==> src/rtl/bi_pkg.sv <==
package bi_pkg;
  localparam int REG_BYTE_W = 8;
  localparam int NUM_GROUPS = 2;

  function automatic int addr_bits(input bit wide);
    return wide ? 20 : 21;
  endfunction

  function automatic int data_bits(input bit wide);
    return wide ? 36 : 18;
  endfunction

  function automatic int group_bits(input bit wide);
    return data_bits(wide) / NUM_GROUPS;
  endfunction

  // largest zero count a group may carry without being inverted
  function automatic int zero_limit(input int n);
    return n / 2 + 1;
  endfunction
endpackage

==> src/rtl/bi_zero_count.sv <==
module bi_zero_count #(
  parameter int W = 18
) (
  input  logic [W-1:0]           bits,
  output logic [$clog2(W+1)-1:0] zeros
);
  localparam int CW = $clog2(W + 1);

  always_comb begin
    zeros = '0;
    for (int i = 0; i < W; i++) begin
      zeros = zeros + CW'(!bits[i]);
    end
  end
endmodule

==> src/rtl/bi_group_enc.sv <==
module bi_group_enc #(
  parameter int W = 18
) (
  input  logic [W-1:0] din,
  input  logic         en,
  output logic [W-1:0] dout,
  output logic         inv
);
  localparam int CW    = $clog2(W + 1);
  localparam int LIMIT = bi_pkg::zero_limit(W);

  logic [CW-1:0] zeros;

  bi_zero_count #(.W(W)) u_cnt (
    .bits  (din),
    .zeros (zeros)
  );

  assign inv  = en && (zeros > CW'(LIMIT));
  assign dout = inv ? ~din : din;
endmodule

==> src/rtl/bi_encoder.sv <==
module bi_encoder import bi_pkg::*; #(
  parameter bit WIDE = 1'b1,
  localparam int AW = addr_bits(WIDE),
  localparam int DW = data_bits(WIDE),
  localparam int NG = NUM_GROUPS
) (
  input  logic          clk,
  input  logic          rst,
  input  logic          addr_inv_en,
  input  logic          data_inv_en,
  input  logic          in_valid,
  output logic          in_ready,
  input  logic          in_cfg,
  input  logic [AW-1:0] in_addr,
  input  logic          in_par,
  input  logic [DW-1:0] in_dat_a,
  input  logic [DW-1:0] in_dat_b,
  output logic          out_valid,
  input  logic          out_ready,
  output logic [AW-1:0] out_addr,
  output logic          out_par,
  output logic          out_ainv,
  output logic [DW-1:0] out_dat_a,
  output logic [DW-1:0] out_dat_b,
  output logic [DW-1:0] out_oe_a,
  output logic [DW-1:0] out_oe_b,
  output logic [NG-1:0] out_dinv_a,
  output logic [NG-1:0] out_dinv_b,
  output logic [NG-1:0] out_dinv_oe_a,
  output logic [NG-1:0] out_dinv_oe_b
);
  localparam int GW = group_bits(WIDE);

  logic          a_en, d_en, a_inv;
  logic [AW:0]   a_grp;
  logic [DW-1:0] enc_a, enc_b;
  logic [NG-1:0] inv_a, inv_b;

  // next-state values for the output stage
  logic [AW-1:0] nx_addr;
  logic          nx_par, nx_ainv;
  logic [DW-1:0] nx_a, nx_b, nx_oe_a, nx_oe_b;
  logic [NG-1:0] nx_ia, nx_ib, nx_ioa, nx_iob;

  // register accesses never invert
  assign a_en = addr_inv_en && !in_cfg;
  assign d_en = data_inv_en && !in_cfg;

  bi_group_enc #(.W(AW + 1)) u_addr_enc (
    .din  ({in_par, in_addr}),
    .en   (a_en),
    .dout (a_grp),
    .inv  (a_inv)
  );

  for (genvar g = 0; g < NG; g++) begin : g_grp
    bi_group_enc #(.W(GW)) u_enc_a (
      .din  (in_dat_a[g*GW +: GW]),
      .en   (d_en),
      .dout (enc_a[g*GW +: GW]),
      .inv  (inv_a[g])
    );
    bi_group_enc #(.W(GW)) u_enc_b (
      .din  (in_dat_b[g*GW +: GW]),
      .en   (d_en),
      .dout (enc_b[g*GW +: GW]),
      .inv  (inv_b[g])
    );
  end

  always_comb begin
    if (in_cfg) begin
      nx_addr = in_addr;
      nx_par  = in_par;
      nx_ainv = 1'b0;
      nx_a    = '0;
      nx_a[REG_BYTE_W-1:0]    = in_dat_a[REG_BYTE_W-1:0];
      nx_oe_a = '0;
      nx_oe_a[REG_BYTE_W-1:0] = '1;
      nx_b    = '0;
      nx_oe_b = '0;
      nx_ia   = '0;
      nx_ib   = '0;
      nx_ioa  = '0;
      nx_ioa[0] = 1'b1;
      nx_iob  = '0;
    end else begin
      nx_addr = a_grp[AW-1:0];
      nx_par  = a_grp[AW];
      nx_ainv = a_inv;
      nx_a    = enc_a;
      nx_oe_a = '1;
      nx_b    = enc_b;
      nx_oe_b = '1;
      nx_ia   = inv_a;
      nx_ib   = inv_b;
      nx_ioa  = '1;
      nx_iob  = '1;
    end
  end

  assign in_ready = !out_valid || out_ready;

  always_ff @(posedge clk) begin
    if (rst) begin
      out_valid <= 1'b0;
    end else if (in_ready) begin
      out_valid <= in_valid;
    end
  end

  always_ff @(posedge clk) begin
    if (in_valid && in_ready) begin
      out_addr      <= nx_addr;
      out_par       <= nx_par;
      out_ainv      <= nx_ainv;
      out_dat_a     <= nx_a;
      out_dat_b     <= nx_b;
      out_oe_a      <= nx_oe_a;
      out_oe_b      <= nx_oe_b;
      out_dinv_a    <= nx_ia;
      out_dinv_b    <= nx_ib;
      out_dinv_oe_a <= nx_ioa;
      out_dinv_oe_b <= nx_iob;
    end
  end
endmodule

==> config.mk <==
export PLATFORM = sky130hd
export DESIGN_NAME = bi_encoder
export DESIGN_NICKNAME = d
export VERILOG_FILES = /design/src/rtl/bi_pkg.sv /design/src/rtl/bi_zero_count.sv /design/src/rtl/bi_group_enc.sv /design/src/rtl/bi_encoder.sv
export SDC_FILE = /design/constraint.sdc
export NUM_CORES = 1
export LEC_CHECK = 0
export ABC_AREA = 1
export CAP_MARGIN = 20
export CORE_MARGIN = 2
export CORE_UTILIZATION = 47
export CTS_CLUSTER_SIZE = 16
export DETAILED_ROUTE_END_ITERATION = 16
export GPL_TIMING_DRIVEN = 0
export PLACE_DENSITY = 0.88
export SLEW_MARGIN = 5
export SYNTH_ARGS = -nofsm -noshare
export SYNTH_HDL_FRONTEND = slang
export SYNTH_SLANG_ARGS = --single-unit
==> constraint.sdc <==
create_clock -name clk -period 8.8 [get_ports clk]
set_input_delay 1.76 -clock clk [delete_from_list [all_inputs] [get_ports clk]]
set_output_delay 1.76 -clock clk [all_outputs]
set_load 0.1 [all_outputs]
==> parameters.txt, run 1 <==
Parameter                              Value

Power and ir drop
  Switching power ... roughly 0.0021 W
  Internal power ... 0.00167 W
  Combinational cell fraction of total power ... 0.702
  Worst vdd rail ir drop ... between 150 and 200 uV
  Clock power frac ... 0.109
  Power density cells ... approximately 330 nW/um^2
  Net Sw Frac ... 0.551
  Share of power burned in registers ... 0.189
  Static leakage ... 5.48 nW

Critical path
  Crit start category ... input pin
  Kind of critical path ... in -> reg
  Data arrival at the endpoint of the critical path ... 6.74 ns
  Data required time at the worst endpoint ... about 9 ns
  Worst path top cell family by delay ... adder cells
  Count of buffer and inverter cells on the critical path ... 4
  Critical path endpoint category ... flip-flop
  Largest stage delay on the critical path ... around 0.58 ns
  Cell-by-cell trace of the critical path ... clkdlybuf4s50_1 -> inv_1 -> fa_1 -> fa_1 -> fa_1 -> fa_1 -> fa_1 -> ha_1 -> inv_1 -> fa_1 -> nor2_1 -> nand3_1 -> nor2_1 -> nand3_1 -> nand3_2 -> buf_2 -> nor2_1 -> nor2_1
  Critical Path Most Common Cell ... sky130_fd_sc_hd__fa_1
  Crit path max-delay cell type ... sky130_fd_sc_hd__fa_1
  Max Fanout on Critical Path ... 10

Yosys
  Area fraction in and, or, nand and nor cells after synthesis ... 0.208
  Leading post-synthesis cells by cell area ... sky130_fd_sc_hd__edfxtp_1, sky130_fd_sc_hd__fa_1, sky130_fd_sc_hd__nand2_1
  Distinct cell type count of the synthesized netlist ... 26
  Share of cell area taken by muxes after synthesis ... 0
  Syn_area_per_cell ... 8.89 sq um
  Compound-cell area share of the yosys netlist ... 0.00839
  Synth area leader ... sky130_fd_sc_hd__edfxtp_1
  Yosys Warn Count ... 0
  Dominant combinational cell family by area after synthesis ... adder cells
  Synthesized flop and latch total ... 100
  Post-Synthesis Cell Area ... a little under 8000 sq um
  Part of the Yosys area used for sequential elements ... 0.379
  Post-synthesis adder-cell area fraction ... 0.220
  Fraction of post-synthesis cell area in the top cell type by area ... 0.376
  Gate count of the mapped netlist ... slightly below 900
  XOR/XNOR Fraction of Synth Area ... 0.0139

STA
  F_max ... 153 MHz
  Final Critical Period ... roughly 6.5 ns
  Max Clock Skew ... approximately 0.0094 ns
  Count of final hold-check violations ... 0
  Share of the clock period used by the worst path after layout ... 0.743
  RSZ-0062 raised after global routing ... no
  Actual transition at the worst max-transition pin ... roughly 1.0 ns
  Min Hold Slack ... 0.551 ns
  Final number of max-transition violations ... 0
  Final count of negative-setup-slack endpoints ... 0
  Worst slew margin relative to its limit ... 0.300
  TNS Setup ... 0 ns

CTS
  Clk sink count ... 100
  Clock transition at path regs ... around 0.080 ns
  Total number of H-tree levels ... 3
  Number of hold buffers added after cts ... 0
  Number of buffers added by the clock tree synthesis step ... 9
  CTS tree ... yes
  Number of buffers inserted by post-CTS setup repair ... 0
  Cts repair resizes ... 0
  Clock root cell ... sky130_fd_sc_hd__clkbuf_16
  Maximum root-to-sink buffer count ... 2
  Worst-Skew Late Latency ... 0.36 ns

Routing
  Avg Vias per Cell ... roughly 4.6
  DR iter-0 viols ... around 370
  Post-detailed-route count of antenna-violating nets ... 0
  Detailed-route via count ... ~6500
  Drt drc ... 0
  Count of TritonRoute iterations in the first routing pass ... 5
  Wire length per cell ... 14.1 microns
  Routed WL ... around 20 mm

GRT
  Met2 usage ... 0.406
  Number of antenna violations at the first check in global routing ... 0
  Overall track demand over capacity in global routing ... 0.223
  Routing usage on met1 ... 0.257
  Peak-usage layer in the global routing report ... met2
  Vias in the first global route ... 6420
  Met3 Resource Use GR ... 0.0476
  GR Overflow Total ... 0
  Global-route wire length before repair ... slightly above 30 mm
  Largest net degree at the start of global routing ... 31

Final layout
  Ant. Diodes ... 0
  Share of post-route cells with drive strength above 1 ... 0.110
  Most common cell after layout, fill and taps aside ... sky130_fd_sc_hd__clkdlybuf4s50_1
  Count of nets after finishing ... 1380
  Area grow syn2layout ... 43.0%
  Leading cell types in the layout, fill and taps excluded ... sky130_fd_sc_hd__clkdlybuf4s50_1, sky130_fd_sc_hd__nand2_1, sky130_fd_sc_hd__inv_1

Placement
  Routability Congestion ... between 0.8 and 0.9
  Detailed Place HPWL ... 15.9 mm
  Buffers on Ports ... 266

Run
  Max-cap violations ... 0

Die
  Initial cell density of the core ... 0.478
  # rows ... between 40 and 50
  Chip height ... between 100 and 150 microns
  Number of top-level pins ... 276
  Die footprint ... 17900 sq um
  DIE WIDTH ... around 130 microns
  Area of the core ... 16500 sq um

Run status
  Result of the run ... finished clean

Worst hold path
  Type of the worst min-delay path ... reg -> reg
## power groups by stage
stage | Combinational (W) | Clock [W] | Sequential, W
floorplan | 0.00133 | 0 | 0.00143
global placement | 0.00250 | 0 | 0.000723
detailed placement | 0.00260 | 0 | 0.000715
CTS | 0.00263 | 0.000412 | 0.000706
global route | 0.00286 | 0.000428 | 0.000712
finish | 0.00262 | 0.000405 | 0.000705
## worst paths after layout
| check | from | slack [ns] | cells past startpoint | end |
|---|---|---|---|---|
| max | in_dat_b[0] | 2.26 | 18 | out_dat_b[10]$_SDFFCE_PP0P_ |
| min | out_valid$_SDFFE_PP0N_ | 0.55 | 2 | out_valid$_SDFFE_PP0N_ |
| max reg2reg | out_valid$_SDFFE_PP0N_ | 6.96 | 3 | out_dinv_a[0]$_SDFFCE_PP0P_ |
| min reg2reg | out_valid$_SDFFE_PP0N_ | 0.55 | 2 | out_valid$_SDFFE_PP0N_ |
## final cells by class
class	instances	area, sq um
Clock inverter	7	70.1
Inverter	162	608
Multi-Input combinational cell	535	3600
Buffer	100	742
Timing Repair Buffer	271	2790
Fill cell	1252	5230
Tap cell	220	275
Clock buffer	9	225
Sequential cell	100	2990
## through the flow
step	cell area, sq um	total power [W]	setup slack [ns]	util	cells
finish	11300	0.00373	2.26	0.684	1404
global route	11300	0.00400	1.97	0.684	1404
CTS	11300	0.00374	2.29	0.684	1404
detailed placement	11000	0.00332	1.96	0.666	1388
global placement	10900	0.00322	-0.880	0.658	1383
floorplan	7930	0.00275	1.63	-	897
## cell families (layout without fill, tap and decap cells)
kind of cell / after synthesis / count (layout)
compound gates: 12 / 12
buf+inv: 262 / 549
xor+xnor: 10 / 10
simple gates: 403 / 403
flops: 100 / 100
fa+ha+maj: 101 / 101
other cells: 1 / 9
## sequential cells by signal, summed over array words and instances, names as in the netlist
register / count
out_ainv: 1
out_valid: 1
out_addr: 20
out_dat_b: 36
out_dinv_b: 2
out_oe_b: 1
out_par: 1
out_dat_a: 36
out_dinv_a: 2
## metal layers
layer,vias to the layer above,part of all wire
met1,3035,0.39
li1,3178,-
met4,0,0.019
met2,235,0.53
met5,-,0
met3,30,0.061
## cell usage after synthesis
cell type and instances:
sky130_fd_sc_hd__nand3_1 39, sky130_fd_sc_hd__ha_1 38, sky130_fd_sc_hd__a211oi_1 1, sky130_fd_sc_hd__xor2_1 7
sky130_fd_sc_hd__or2_1 2, sky130_fd_sc_hd__nand3_2 2, sky130_fd_sc_hd__conb_1 1, sky130_fd_sc_hd__buf_4 76
sky130_fd_sc_hd__nand3b_1 8, sky130_fd_sc_hd__nor2_2 6, sky130_fd_sc_hd__a21oi_1 9, sky130_fd_sc_hd__fa_1 63
sky130_fd_sc_hd__nand2_1 206, sky130_fd_sc_hd__buf_6 7, sky130_fd_sc_hd__inv_1 162, sky130_fd_sc_hd__o21ai_1 1
sky130_fd_sc_hd__buf_12 1, sky130_fd_sc_hd__nor2_1 138, sky130_fd_sc_hd__nand2_2 1, sky130_fd_sc_hd__dfxtp_1 1
sky130_fd_sc_hd__buf_2 10, sky130_fd_sc_hd__clkbuf_1 6, sky130_fd_sc_hd__xnor2_2 3, sky130_fd_sc_hd__o21ai_2 1
sky130_fd_sc_hd__nand3_4 1, sky130_fd_sc_hd__edfxtp_1 99
## worst register-to-register path: stages, from the launching register on
cell and delay, ns:
sky130_fd_sc_hd__dfxtp_1 0.35, sky130_fd_sc_hd__a21oi_4 0.70, sky130_fd_sc_hd__buf_16 0.26, sky130_fd_sc_hd__buf_12 0.21
Power figures use the tool's default switching activity.
==> inputs of run 2 (changes only) <==
Settings changed: CORE_UTILIZATION 47 to 42, PLACE_DENSITY 0.88 to 0.83.
Clock period 8.8 ns to 5.7 ns, I/O delays scaled along.
==> parameters.txt, run 2 (synthesis results as in run 1) <==
Parameter                              Value

Power and ir drop
  Share of power burned in registers ... 0.180 (-0.009)
  Combinational cell fraction of total power ... 0.718 (+0.016)
  PnR Total Power ... 0.00602 W (+61%)
  Internal power ... 0.00275 W (+64%)
  Power density cells ... 514 nW/um^2 (+56%)
  Switching power ... 0.00327 W (+59%)
  Worst vdd rail ir drop ... 380 uV (+120%)
  Static leakage ... 5.85 nW (+6.6%)
  Net Sw Frac ... 0.543 (-0.00827)
  Clock power frac ... 0.102 (-0.007)

Die
  Initial cell density of the core ... 0.425 (-0.0529)
  Area of the core ... 18600 sq um (+12%)
  Chip height ... 141 microns (+5.6%)
  Number of top-level pins ... 276 (unchanged)
  Die footprint ... 19900 sq um (+12%)
  DIE WIDTH ... 141 microns (+5.6%)
  # rows ... 50 (+6.4%)

Routing
  DR iter-0 viols ... 358 (-3.0%)
  Routed WL ... 20.0 mm (+1.4%)
  Drt drc ... 0 (unchanged)
  Count of TritonRoute iterations in the first routing pass ... 7 (+2)
  Wire length per cell ... 13.9 microns (-1.3%)
  Post-detailed-route count of antenna-violating nets ... 0 (unchanged)
  Detailed-route via count ... 6610 (+2.0%)
  Avg Vias per Cell ... 4.58 (-0.72%)

Critical path
  Worst path top cell family by delay ... adder cells
  Cell-by-cell trace of the critical path ... clkdlybuf4s50_1 -> inv_2 -> fa_1 -> fa_1 -> fa_1 -> fa_1 -> fa_1 -> ha_2 -> inv_2 -> fa_1 -> inv_1 -> nand2_1 -> nand3_1 -> nand3_1 -> nand2_1 -> nand3_4 -> buf_6 -> nand2_1 -> nand2_1 -> nor2_1
  Data required time at the worst endpoint ... 5.89 ns (-3.11 ns)
  Largest stage delay on the critical path ... 0.53 ns (-0.05 ns)
  Kind of critical path ... in -> reg
  Critical Path Most Common Cell ... sky130_fd_sc_hd__fa_1
  Launch point of the worst path ... in_dat_a[19]
  Crit path max-delay cell type ... sky130_fd_sc_hd__fa_1
  Startpoint of the worst-slack reg-to-reg timing path ... out_valid$_SDFFE_PP0N_
  Crit start category ... input pin
  Max Fanout on Critical Path ... 7 (-3)
  Critical path endpoint category ... flip-flop
  Count of buffer and inverter cells on the critical path ... 5 (+1)
  Data arrival at the endpoint of the critical path ... 5.78 ns (-0.96 ns)

GRT
  Number of antenna violations at the first check in global routing ... 0 (unchanged)
  Largest net degree at the start of global routing ... 36 (+16%)
  GR Overflow Total ... 0 (unchanged)
  Vias in the first global route ... 6566 (+2.3%)
  Overall track demand over capacity in global routing ... 0.194 (-0.0293)
  Global-route wire length before repair ... 30.8 mm (-1.2%)

STA
  Max Clock Skew ... 0.00793 ns (-0.00147 ns)
  Count of final hold-check violations ... 0 (unchanged)
  Final count of negative-setup-slack endpoints ... 0 (unchanged)
  Worst slew margin relative to its limit ... 0.307 (+0.00759)
  Min Hold Slack ... 0.547 ns (-0.00444 ns)
  Final number of max-transition violations ... 0 (unchanged)
  Actual transition at the worst max-transition pin ... 1.04 ns (-0.0114 ns)
  Final Critical Period ... 5.59 ns
  Worst Slack Setup Final ... 0.113 ns (-2.15 ns)
  Share of the clock period used by the worst path after layout ... 0.980
  F_max ... about 180 MHz

Final layout
  Most common cell after layout, fill and taps aside ... sky130_fd_sc_hd__clkdlybuf4s50_1
  Area grow syn2layout ... 48.1%
  Share of post-route cells with drive strength above 1 ... 0.165 (+0.0548)
  Registers with the most flip-flops ... out_dat_a x36, out_dat_b x36, out_addr x20
  Fill cell total of the finished layout ... 1487 (+19%)
  Leading cell types in the layout, fill and taps excluded ... sky130_fd_sc_hd__clkdlybuf4s50_1, sky130_fd_sc_hd__nand2_1, sky130_fd_sc_hd__nor2_1
  Ant. Diodes ... 0 (unchanged)
  Count of nets after finishing ... 1405 (+1.8%)

Worst hold path
  Beginning of the worst hold path ... out_valid$_SDFFE_PP0N_
  Type of the worst min-delay path ... reg -> reg

Run status
  Result of the run ... finished clean

CTS
  Clock transition at path regs ... 0.08 ns (about the same)
  Total number of H-tree levels ... 3 (unchanged)
  Number of buffers added by the clock tree synthesis step ... 9 (unchanged)
  Clock root cell ... sky130_fd_sc_hd__clkbuf_16
  Clk sink count ... 100 (unchanged)
  Worst-Skew Late Latency ... 0.36 ns (about the same)
  CTS tree ... yes
  Maximum root-to-sink buffer count ... 2 (unchanged)

Run
  Max-cap violations ... 0 (unchanged)

Placement
  Buffers on Ports ... 266 (unchanged)
  Routability Congestion ... 0.869 (about the same)
  Detailed Place HPWL ... 15.6 mm (-2.0%)
  Place WS ... -0.596 ns (-2.56 ns)
-- run 2: per-stage QoR --
stage / cell area, sq um / TNS, ns / std cells / util
finish: 11700 / 0 / 1443 / 0.630
global route: 11700 / -0.444 / 1443 / 0.630
floorplan: 7930 / 0 / 897 / -
global placement: 10900 / -83.02 / 1397 / 0.586
CTS: 11400 / 0 / 1426 / 0.614
detailed placement: 11100 / -38.80 / 1403 / 0.595
-- run 2: final cells by class --
class	count	area, sq um	area share
multi-input combinational	536	3660	0.313
timing repair buffer	295	3080	0.263
sequential	100	2990	0.256
buffer	100	773	0.0661
inverter	162	608	0.0520
tap	234	293	0.0250
clock buffer	9	225	0.0192
clock inverter	7	65.1	0.00556
-- run 2: layer usage --
| layer | share of wire | up-vias | GRT usage | routed length (microns) |
|---|---|---|---|---|
| met4 | 0.024 | 0 | 0.0605 | 477 |
| li1 | - | 3242 | - | - |
| met2 | 0.52 | 268 | 0.355 | 10300 |
| met5 | 0 | - | 0 | 0 |
| met1 | 0.39 | 3061 | 0.223 | 7750 |
| met3 | 0.074 | 39 | 0.0482 | 1490 |
-- run 2: power groups by stage --
stage	sequential (W)	clock (W)	combinational, W
global route	0.00110	0.000653	0.00468
detailed placement	0.00110	0	0.00403
finish	0.00108	0.000614	0.00432
CTS	0.00109	0.000626	0.00412
floorplan	0.00220	0	0.00205
global placement	0.00111	0	0.00388
-- run 2: final timing paths --
kind                                 endpoint  slack, ns  cells past startpoint
setup / recovery  out_dat_a[30]$_SDFFCE_PP0P_       0.11                     20
setup reg to reg  out_dinv_a[0]$_SDFFCE_PP0P_       3.76                      4
hold / removal         out_valid$_SDFFE_PP0N_       0.55                      2
hold reg to reg        out_valid$_SDFFE_PP0N_       0.55                      2
-- run 2: timing repair --
item / in CTS / in global routing
gates cloned: 1 / 6
gates resized for setup: 11 / 86
pin swaps: 13 / 51
setup endpoints to repair: 59 / 98
setup buffers: 6 / 11
hold buffers: 0 / 0
endpoints found under the hold margin: 0 / 0
-- run 2: worst min-delay path: stages (launching register included) --
cell and delay [ns]:
sky130_fd_sc_hd__dfxtp_1 0.35, sky130_fd_sc_hd__nand2_1 0.10, sky130_fd_sc_hd__a21oi_1 0.06
==> inputs of run 3 (changes only) <==
Settings changed: CTS_CLUSTER_SIZE 16 to 8.
==> results of run 3 <==
Same layout as run 2: the final DEF is identical, and so are final timing and power.
